**config.mk**
```make
export PLATFORM = sky130hd
export DESIGN_NAME = pkt_stamp_top
export DESIGN_NICKNAME = d
export VERILOG_FILES = /design/src/rtl/pkt_stamp_pkg.sv /design/src/rtl/stamp_slot.sv /design/src/rtl/stamp_regs.sv /design/src/rtl/pkt_stamp_top.sv
export SDC_FILE = /design/constraint.sdc
export NUM_CORES = 1
export LEC_CHECK = 0
export BUFFER_PORTS_ARGS = -buffer_cell sky130_fd_sc_hd__buf_2
export CORE_MARGIN = 10
export CORE_UTILIZATION = 35
export DETAILED_ROUTE_END_ITERATION = 10
export GPL_TIMING_DRIVEN = 0
export PLACE_DENSITY = 0.53
export SLEW_MARGIN = 5
export SYNTH_ARGS = -nofsm -noshare
export SYNTH_HDL_FRONTEND = slang
export SYNTH_SLANG_ARGS = --single-unit
```
**constraint.sdc**
```tcl
create_clock -name clk -period 4.8 [get_ports clk]
set_clock_uncertainty 0.2 [all_clocks]
set_input_delay 0.96 -clock clk [delete_from_list [all_inputs] [get_ports clk]]
set_output_delay 0.96 -clock clk [all_outputs]
set_load 0.01 [all_outputs]
```
**src/rtl/pkt_stamp_pkg.sv**
```systemverilog
package pkt_stamp_pkg;

  localparam int unsigned REG_AW = 3;

  localparam logic [REG_AW-1:0] A_TX_CTRL = 3'd0;
  localparam logic [REG_AW-1:0] A_RX_CTRL = 3'd1;
  localparam logic [REG_AW-1:0] A_TX_LO   = 3'd2;
  localparam logic [REG_AW-1:0] A_TX_HI   = 3'd3;
  localparam logic [REG_AW-1:0] A_RX_LO   = 3'd4;
  localparam logic [REG_AW-1:0] A_RX_HI   = 3'd5;

  // control register bit positions
  localparam int unsigned TXB_EN    = 0;
  localparam int unsigned TXB_VALID = 1;
  localparam int unsigned TXB_OVR   = 2;
  localparam int unsigned RXB_EN    = 0;
  localparam int unsigned RXB_MODE  = 1;  // two bits
  localparam int unsigned RXB_VALID = 4;
  localparam int unsigned RXB_OVR   = 5;

  typedef enum logic [1:0] {
    RXM_MATCH  = 2'b00,
    RXM_ALL    = 2'b01,
    RXM_RSVD_A = 2'b10,
    RXM_RSVD_B = 2'b11
  } rx_mode_e;

  localparam int unsigned DIR_TX = 0;
  localparam int unsigned DIR_RX = 1;
  localparam int unsigned N_DIR  = 2;

endpackage

```
**src/rtl/stamp_slot.sv**
```systemverilog
// One capture slot: holds a single time value until software drains it
// by reading the low word followed by the high word.
module stamp_slot #(
  parameter int unsigned TW = 64
) (
  input  logic          clk,
  input  logic          rst,
  input  logic [TW-1:0] time_now,
  input  logic          qual,      // qualifying event this cycle
  input  logic          lo_rd,     // low-word read this cycle
  input  logic          hi_rd,     // high-word read this cycle
  input  logic          ovr_clr,   // software clears overrun
  output logic          valid,
  output logic          ovr,
  output logic          unlock,
  output logic [TW-1:0] stamp
);

  logic lo_seen;
  logic capture;
  logic drop;

  always_comb begin
    unlock  = hi_rd && lo_seen;
    capture = qual && (!valid || unlock);
    drop    = qual && valid && !unlock;
  end

  always_ff @(posedge clk) begin
    if (rst) begin
      valid   <= 1'b0;
      lo_seen <= 1'b0;
      stamp   <= '0;
    end else if (capture) begin
      valid   <= 1'b1;
      lo_seen <= 1'b0;
      stamp   <= time_now;
    end else if (unlock) begin
      valid   <= 1'b0;
      lo_seen <= 1'b0;
    end else if (lo_rd && valid) begin
      lo_seen <= 1'b1;
    end
  end

  always_ff @(posedge clk) begin
    if (rst)          ovr <= 1'b0;
    else if (drop)    ovr <= 1'b1;
    else if (ovr_clr) ovr <= 1'b0;
  end

endmodule

```
**src/rtl/stamp_regs.sv**
```systemverilog
// Control registers, access decode and registered read mux.
module stamp_regs
  import pkt_stamp_pkg::*;
#(
  parameter int unsigned TW = 64,
  parameter int unsigned DW = 32
) (
  input  logic              clk,
  input  logic              rst,
  input  logic              wr_en,
  input  logic [REG_AW-1:0] wr_addr,
  input  logic [DW-1:0]     wr_data,
  input  logic              rd_en,
  input  logic [REG_AW-1:0] rd_addr,
  input  logic [TW-1:0]     tx_stamp,
  input  logic [TW-1:0]     rx_stamp,
  input  logic              tx_valid,
  input  logic              rx_valid,
  input  logic              tx_ovr,
  input  logic              rx_ovr,
  output logic              tx_en,
  output logic              rx_en,
  output rx_mode_e          rx_mode,
  output logic              tx_ovr_clr,
  output logic              rx_ovr_clr,
  output logic              tx_lo_rd,
  output logic              tx_hi_rd,
  output logic              rx_lo_rd,
  output logic              rx_hi_rd,
  output logic              rd_valid,
  output logic [DW-1:0]     rd_data
);

  localparam int unsigned HW = TW - DW;

  logic          wr_tx, wr_rx;
  logic [DW-1:0] rd_mux;

  always_comb begin
    wr_tx      = wr_en && (wr_addr == A_TX_CTRL);
    wr_rx      = wr_en && (wr_addr == A_RX_CTRL);
    tx_ovr_clr = wr_tx && wr_data[TXB_OVR];
    rx_ovr_clr = wr_rx && wr_data[RXB_OVR];
    tx_lo_rd   = rd_en && (rd_addr == A_TX_LO);
    tx_hi_rd   = rd_en && (rd_addr == A_TX_HI);
    rx_lo_rd   = rd_en && (rd_addr == A_RX_LO);
    rx_hi_rd   = rd_en && (rd_addr == A_RX_HI);
  end

  always_ff @(posedge clk) begin
    if (rst) begin
      tx_en   <= 1'b0;
      rx_en   <= 1'b0;
      rx_mode <= RXM_MATCH;
    end else begin
      if (wr_tx) tx_en <= wr_data[TXB_EN];
      if (wr_rx) begin
        rx_en   <= wr_data[RXB_EN];
        rx_mode <= rx_mode_e'(wr_data[RXB_MODE +: 2]);
      end
    end
  end

  always_comb begin
    rd_mux = '0;
    unique case (rd_addr)
      A_TX_CTRL: begin
        rd_mux[TXB_EN]    = tx_en;
        rd_mux[TXB_VALID] = tx_valid;
        rd_mux[TXB_OVR]   = tx_ovr;
      end
      A_RX_CTRL: begin
        rd_mux[RXB_EN]         = rx_en;
        rd_mux[RXB_MODE +: 2]  = rx_mode;
        rd_mux[RXB_VALID]      = rx_valid;
        rd_mux[RXB_OVR]        = rx_ovr;
      end
      A_TX_LO: rd_mux        = tx_stamp[DW-1:0];
      A_TX_HI: rd_mux[HW-1:0] = tx_stamp[TW-1:DW];
      A_RX_LO: rd_mux        = rx_stamp[DW-1:0];
      A_RX_HI: rd_mux[HW-1:0] = rx_stamp[TW-1:DW];
      default: rd_mux = '0;
    endcase
  end

  always_ff @(posedge clk) begin
    if (rst) begin
      rd_valid <= 1'b0;
      rd_data  <= '0;
    end else begin
      rd_valid <= rd_en;
      if (rd_en) rd_data <= rd_mux;
    end
  end

endmodule

```
**src/rtl/pkt_stamp_top.sv**
```systemverilog
module pkt_stamp_top
  import pkt_stamp_pkg::*;
#(
  parameter int unsigned TW = 64,
  parameter int unsigned DW = 32
) (
  input  logic              clk,
  input  logic              rst,
  input  logic [TW-1:0]     time_now,
  input  logic              tx_evt,
  input  logic              tx_match,
  input  logic              rx_evt,
  input  logic              rx_match,
  input  logic              wr_en,
  input  logic [REG_AW-1:0] wr_addr,
  input  logic [DW-1:0]     wr_data,
  input  logic              rd_en,
  input  logic [REG_AW-1:0] rd_addr,
  output logic              rd_valid,
  output logic [DW-1:0]     rd_data
);

  logic     tx_en, rx_en;
  rx_mode_e rx_mode;
  logic     tx_ovr_clr, rx_ovr_clr;
  logic     tx_lo_rd, tx_hi_rd, rx_lo_rd, rx_hi_rd;

  logic [N_DIR-1:0] qual, lo_rd, hi_rd, ovr_clr, valid, ovr, unlock;
  logic [TW-1:0]    stamp [N_DIR];

  always_comb begin
    qual[DIR_TX]    = tx_en && tx_evt && tx_match;
    qual[DIR_RX]    = rx_en && rx_evt && (rx_match || (rx_mode == RXM_ALL));
    lo_rd[DIR_TX]   = tx_lo_rd;
    lo_rd[DIR_RX]   = rx_lo_rd;
    hi_rd[DIR_TX]   = tx_hi_rd;
    hi_rd[DIR_RX]   = rx_hi_rd;
    ovr_clr[DIR_TX] = tx_ovr_clr;
    ovr_clr[DIR_RX] = rx_ovr_clr;
  end

  for (genvar d = 0; d < N_DIR; d++) begin : g_slot
    stamp_slot #(.TW(TW)) u_slot (
      .clk      (clk),
      .rst      (rst),
      .time_now (time_now),
      .qual     (qual[d]),
      .lo_rd    (lo_rd[d]),
      .hi_rd    (hi_rd[d]),
      .ovr_clr  (ovr_clr[d]),
      .valid    (valid[d]),
      .ovr      (ovr[d]),
      .unlock   (unlock[d]),
      .stamp    (stamp[d])
    );
  end

  stamp_regs #(.TW(TW), .DW(DW)) u_regs (
    .clk        (clk),
    .rst        (rst),
    .wr_en      (wr_en),
    .wr_addr    (wr_addr),
    .wr_data    (wr_data),
    .rd_en      (rd_en),
    .rd_addr    (rd_addr),
    .tx_stamp   (stamp[DIR_TX]),
    .rx_stamp   (stamp[DIR_RX]),
    .tx_valid   (valid[DIR_TX]),
    .rx_valid   (valid[DIR_RX]),
    .tx_ovr     (ovr[DIR_TX]),
    .rx_ovr     (ovr[DIR_RX]),
    .tx_en      (tx_en),
    .rx_en      (rx_en),
    .rx_mode    (rx_mode),
    .tx_ovr_clr (tx_ovr_clr),
    .rx_ovr_clr (rx_ovr_clr),
    .tx_lo_rd   (tx_lo_rd),
    .tx_hi_rd   (tx_hi_rd),
    .rx_lo_rd   (rx_lo_rd),
    .rx_hi_rd   (rx_hi_rd),
    .rd_valid   (rd_valid),
    .rd_data    (rd_data)
  );

endmodule

```
==> run_results.csv, run 1 <==
group,metric,value,unit
layout,layout_common_cells,"195 x nand2b_1, 193 x mux2i_1, 171 x dfxtp_1",
routing,met3_wirelength,1170,um
power,power,3.05,mW
clock_network,postCtsHoldBufs,0,
sta,setup_ws,2.15,ns
sta,rsz0062_at_grt,"no",
worst_setup_path,cp_max_fo,10,
routing,m1WireLength,11000,um
synthesis,synthMuxAreaShare,25.5,%
synthesis,synth-simple-area-share,19.3,%
worst_setup_path,critical-path-slowest-cell,"buf_1",
clock_network,cts_tree,"built",
routing,routed.top_layer,"met4",
worst_setup_path,ff2ff_path_depth,6,
synthesis,yosys.area_share.adder,0,%
sta,tns,0,ns
placed_design,gp_congestion,0.790,
placed_design,portBuffers,112,
worst_setup_path,critPathMaxStageDelay,0.66,ns
synthesis,syn_nets,875,
layout,area_growth,18.8,%
sta,slew_headroom,47.5,%
layout,post-route-cell-area,9310,um2
worst_setup_path,required,4.90,ns
power,power.leakage,3.94,nW
global_route,grt-ovfl-total,0,
clock_network,cts_setup_buffers,0,
placed_design,pre_cts_ws,1.68,ns
layout,final_cells,1187,
synthesis,synth_edf_count,0,
clock_network,clock-sinks,171,
synthesis,yosysUniqueCellTypes,30,
floorplan,core,22000,um2
worst_setup_path,cp_cell_sequence,"buf_2 -> clkbuf_1 -> buf_1 -> o221ai_1 -> o21ai_1 -> nor2_1",
sta,fin_crit,2.65,ns
worst_setup_path,endpoint_kind,"flop",
worst_setup_path,start_kind,"input pin",
placed_design,place_area,8750,um2
sta,min_period_over_period,55.2,%
placed_design,hpwl,16600,um
sta,final_hold_viol_count,0,
placed_design,dp_cells,1157,
clock_network,cts-root-buf,"clkbuf_16",
hold_path,hold_depth,2,
synthesis,seq_area_frac_synth,43.7,%
routing,drt-total-wl,22900,um
synthesis,synthesis.area,7840,um2
layout,nets,1006,
synthesis,synth_compound_area_share,6.64,%
layout,drive_gt1_share,18.9,%
outcome,status,"finished clean",
routing,first_pass_iters,4,
synthesis,ys_ff_latch,171,
global_route,grt_pass1_wl,35500,um
synthesis,synth_flop_cell,"dfxtp_1",
run,cap_violations,0,
global_route,grt_max_degree,17,
clock_network,cts_inserted_buffers,17,
routing,dr.first_iter.drc_count,403,
clock_network,path_clk_slew,0.06,ns
synthesis,synth_area_per_cell,10.2,um2
floorplan,fp.dieW,170,um
layout,final_common_cell,"nand2b_1",
synthesis,yosysWarnings,0,
sta,slew_violations,0,
hold_path,hold_path.class,"flop to flop",
synthesis,synth_top_family_by_area,"multiplexers",
floorplan,rows,54,
routing,vias,5772,
sta,max_freq,377,MHz
floorplan,start_util,35.7,%
layout,diodes,0,
worst_setup_path,path_class,"input pin to flop",
global_route,grt_antenna_before_repair,0,
worst_setup_path,crit_buf_inv,3,
worst_setup_path,cp.arrival,2.75,ns
clock_network,post_cts_resized,0,
clock_network,cts_htree_levels,4,
sta,setup_viol,0,
worst_setup_path,crit_family,"buffers and inverters",
layout,fillers,2146,
global_route,grt_util_all_layers,16.0,%
sta,whs,0.272,ns
clock_network,clock_latency,0.43,ns
power,p_per_area,328,nW/um2
sta,worst_slew_pin_slew,0.788,ns
layout,post-route-util,42.4,%
synthesis,async_flop_share,0,%
worst_setup_path,cp.depth,6,
floorplan,ios,143,
power,ir_drop,0.153,mV
routing,vias_per_cell,4.86,
global_route,grt_pass1_vias,6112,
routing,dr_wl_met2,10600,um
routing,drc_errors,0,
routing,ant_nets,0,
routing,routedWlPerCell,19.3,um
floorplan,die_height,170,um
synthesis,synthCells,765,
synthesis,yosys.area_share.xor_xnor,0,%
floorplan,die-area,28800,um2
clock_network,clk_path_buf_depth,2,
area by class of cell:
type / count / area (um2) / area share [%]
buffer: 61 / 373 / 4.01
timing repair buffer: 112 / 561 / 6.02
clock buffer: 23 / 468 / 5.03
tap: 280 / 350 / 3.76
sequential: 171 / 3420 / 36.8
inverter: 2 / 7.51 / 0.0806
clock inverter: 7 / 92.6 / 0.995
multi-input combinational: 531 / 4030 / 43.3
tightest hold or removal path: cells and delay by family (launching register included):
family,cells,cell delay (ns)
DFF,1,0.31
and+or+nand+nor,1,0.06
muxes,1,0.05
power breakdown:
group	leakage, nW	internal [mW]	switching [mW]
clock	0.265	0.787	0.563
sequential	1.38	1.44	0.00989
combinational	2.29	0.107	0.150
per-layer routing:
metal | vias to the layer above | global-route usage (%)
li1 | 2893 | -
met1 | 2747 | 20.8
met2 | 124 | 25.8
met3 | 8 | 3.86
met4 | 0 | 4.20
met5 | - | 0
final timing paths:
| path | from | to | slack, ns |
|---|---|---|---|
| min | g_slot[0].u_slot.stamp[27]$_SDFFE_PP0P_ | g_slot[0].u_slot.stamp[27]$_SDFFE_PP0P_ | 0.27 |
| max reg2reg | u_regs.rx_mode[0]$_SDFFE_PP0N_ | g_slot[1].u_slot.stamp[53]$_SDFFE_PP0P_ | 2.92 |
| max | rd_en | u_regs.rd_data[23]$_SDFFE_PP0P_ | 2.15 |
| min reg2reg | g_slot[0].u_slot.stamp[27]$_SDFFE_PP0P_ | g_slot[0].u_slot.stamp[27]$_SDFFE_PP0P_ | 0.27 |
logic make-up after synthesis:
family	Yosys count
buffers and inverters	63
muxes	196
DFF	171
AOI/OAI and AO/OA	75
and+or+nand+nor	260
registers in the layout (all words and copies together), names as in the netlist:
register,flops
g_slot.u_slot.lo_seen,2
g_slot.u_slot.ovr,2
g_slot.u_slot.stamp,128
g_slot.u_slot.valid,2
u_regs.rd_data,32
u_regs.rd_valid,1
u_regs.rx_en,1
u_regs.rx_mode,2
u_regs.tx_en,1
Yosys cell counts, types with 3 or more instances:
cell type / instances / area (um2)
a21oi_1: 8 / 40.0
buf_12: 3 / 60.1
buf_2: 7 / 35.0
buf_4: 7 / 52.6
buf_6: 8 / 90.1
clkbuf_1: 34 / 128
dfxtp_1: 171 / 3420
mux2i_1: 193 / 1930
mux4_2: 3 / 67.6
nand2_1: 5 / 18.8
nand2b_1: 195 / 1220
nor2_1: 41 / 154
nor2b_1: 3 / 18.8
nor3_1: 7 / 35.0
o21ai_1: 32 / 160
o221ai_1: 27 / 236
(Power assumes the default switching activity.)
==> inputs of run 2 (changes only) <==
--- a/config.mk
+++ b/config.mk
@@ -10,7 +10,7 @@
 export CORE_UTILIZATION = 35
 export DETAILED_ROUTE_END_ITERATION = 10
 export GPL_TIMING_DRIVEN = 0
-export PLACE_DENSITY = 0.53
+export PLACE_DENSITY = 0.55
 export SLEW_MARGIN = 5
 export SYNTH_ARGS = -nofsm -noshare
 export SYNTH_HDL_FRONTEND = slang
==> constraint.sdc (replaced) <==
create_clock -name clk -period 2.36 [get_ports clk]
set_clock_uncertainty 0.2 [all_clocks]
set_input_delay 0.472 -clock clk [delete_from_list [all_inputs] [get_ports clk]]
set_output_delay 0.472 -clock clk [all_outputs]
set_load 0.01 [all_outputs]
==> run_results.csv, run 2 (synthesis gave the netlist of run 1 again) <==
group,metric,value,unit
worst_setup_path,start_kind,"input pin",
worst_setup_path,crit_path_start,"rd_en",
run,cap_violations,0,
layout,area_growth,18.7,%
power,p_int,4.60,mW
routing,vias,5814,
sta,max_freq,479,MHz
sta,slew_violations,0,
clock_network,cts_htree_levels,4,
placed_design,portBuffers,112,
sta,slew_headroom,50.3,%
layout,diodes,0,
sta,min_period_over_period,88.5,%
layout,fillers,2153,
worst_setup_path,required,2.49,ns
power,pwr-share-clk,43.6,%
layout,reg.largest.list,"g_slot.u_slot.stamp: 128 flops, u_regs.rd_data: 32 flops",
power,power_frac_comb,8.6,%
layout,layout_common_cells,"195 x nand2b_1, 193 x mux2i_1, 171 x dfxtp_1",
clock_network,cts_tree,"built",
sta,tns,0,ns
sta,setup_viol,0,
power,power,6.16,mW
outcome,status,"finished clean",
global_route,grt_util_all_layers,16.2,%
layout,final_common_cell,"nand2b_1",
layout,seq_area,3420,um2
routing,dr.first_iter.drc_count,309,
floorplan,die-area,28800,um2
floorplan,rows,54,
clock_network,postCtsHoldBufs,0,
layout,largest_reg_flops,128,
routing,vias_per_cell,4.89,
layout,multi_input_area,4030,um2
layout,top_register,"g_slot.u_slot.stamp",
power,power.leakage,3.95,nW
clock_network,clock-sinks,171,
sta,worst_slew_pin_slew,0.745,ns
layout,nets,1006,
routing,ant_nets,0,
clock_network,clk_path_buf_depth,2,
sta,rsz0062_at_grt,"no",
clock_network,clock_latency,0.44,ns
global_route,grt-ovfl-total,0,
clock_network,cts_inserted_buffers,17,
worst_setup_path,r2r_start,"u_regs.rx_mode[0]$_SDFFE_PP0N_",
clock_network,cts-root-buf,"clkbuf_16",
power,swShare,25.3,%
clock_network,path_clk_slew,0.07,ns
floorplan,die_height,170,um
routing,drc_errors,0,
power,seqPwrFrac,47.8,%
routing,routedWlPerCell,19.4,um
hold_path,hp-start,"wr_data[1]",
sta,final_hold_viol_count,0,
power,switchingPower,1.56,mW
placed_design,hpwl,16400,um
worst_setup_path,path_class,"input pin to flop",
clock_network,cts_setup_buffers,0,
global_route,grt_max_degree,17,
worst_setup_path,cp_max_fo,10,
floorplan,core,22000,um2
worst_setup_path,endpoint_kind,"flop",
power,p_per_area,662,nW/um2
hold_path,hold_path.class,"input pin to flop",
routing,drt-total-wl,23100,um
placed_design,gp_congestion,0.779,
routing,first_pass_iters,5,
floorplan,ios,143,
worst_setup_path,cp.arrival,2.22,ns
layout,drive_gt1_share,19.5,%
sta,fin_crit,2.09,ns
global_route,grt_antenna_before_repair,0,
floorplan,fp.dieW,170,um
global_route,grt_pass1_vias,6231,
floorplan,start_util,35.7,%
global_route,grt_pass1_wl,35700,um
power,ir_drop,0.389,mV
run 2: area by class of cell:
class	count	area share, %
buffer	61	4.04
multi-input combinational	531	43.4
sequential	171	36.8
clock buffer	18	4.61
inverter	2	0.0807
clock inverter	13	1.30
tap	280	3.77
timing repair buffer	112	6.03
run 2: path summary, 6_finish.rpt:
kind / cells past startpoint / to / slack (ns)
worst max-delay path: 6 / u_regs.rd_data[23]$_SDFFE_PP0P_ / 0.27
worst min register to register: 2 / g_slot[0].u_slot.stamp[27]$_SDFFE_PP0P_ / 0.27
worst max register to register: 6 / g_slot[1].u_slot.stamp[31]$_SDFFE_PP0P_ / 0.51
worst min-delay path: 3 / u_regs.rx_mode[0]$_SDFFE_PP0N_ / 0.08
run 2: metal layers:
layer | GRT usage, % | vias to the layer above | wire length [um]
li1 | - | 2893 | -
met1 | 21.3 | 2775 | 11300
met2 | 25.6 | 129 | 10400
met3 | 4.14 | 17 | 1180
met4 | 4.39 | 0 | 232
met5 | 0 | - | 0
run 2: critical path, cell delays in order:
cell,delay (ns)
buf_2,0.17
clkbuf_1,0.46
buf_1,0.60
o221ai_1,0.30
o21ai_1,0.16
nor2_1,0.05
run 2: power by group through the flow:
stage	combinational, mW	clock (mW)	sequential [mW]
finish	0.527	2.68	2.94
global route	0.574	2.85	2.95
CTS	0.533	2.74	2.94
detailed placement	0.531	0	3.01
global placement	0.532	0	3.01
floorplan	0.282	0	3.02
run 2: timing repair:
item                                    4_1_cts  5_1_grt
endpoints found under the setup margin        0        7
endpoints found under the hold margin         0        0
resized for setup                             0        4
run 2: stage by stage:
stage	std cells	cell area, um2	worst slack (ns)	utilization (%)	hold slack [ns]
2_1_floorplan	765	7840	0.484	-	0.248
3_3_place_gp	1157	8750	-0.362	39.8	0.258
3_5_place_dp	1157	8750	-0.360	39.8	0.262
4_1_cts	1188	9300	0.105	42.3	0.0645
5_1_grt	1188	9300	0.122	42.4	0.0838
6_report	1188	9300	0.270	42.4	0.0788
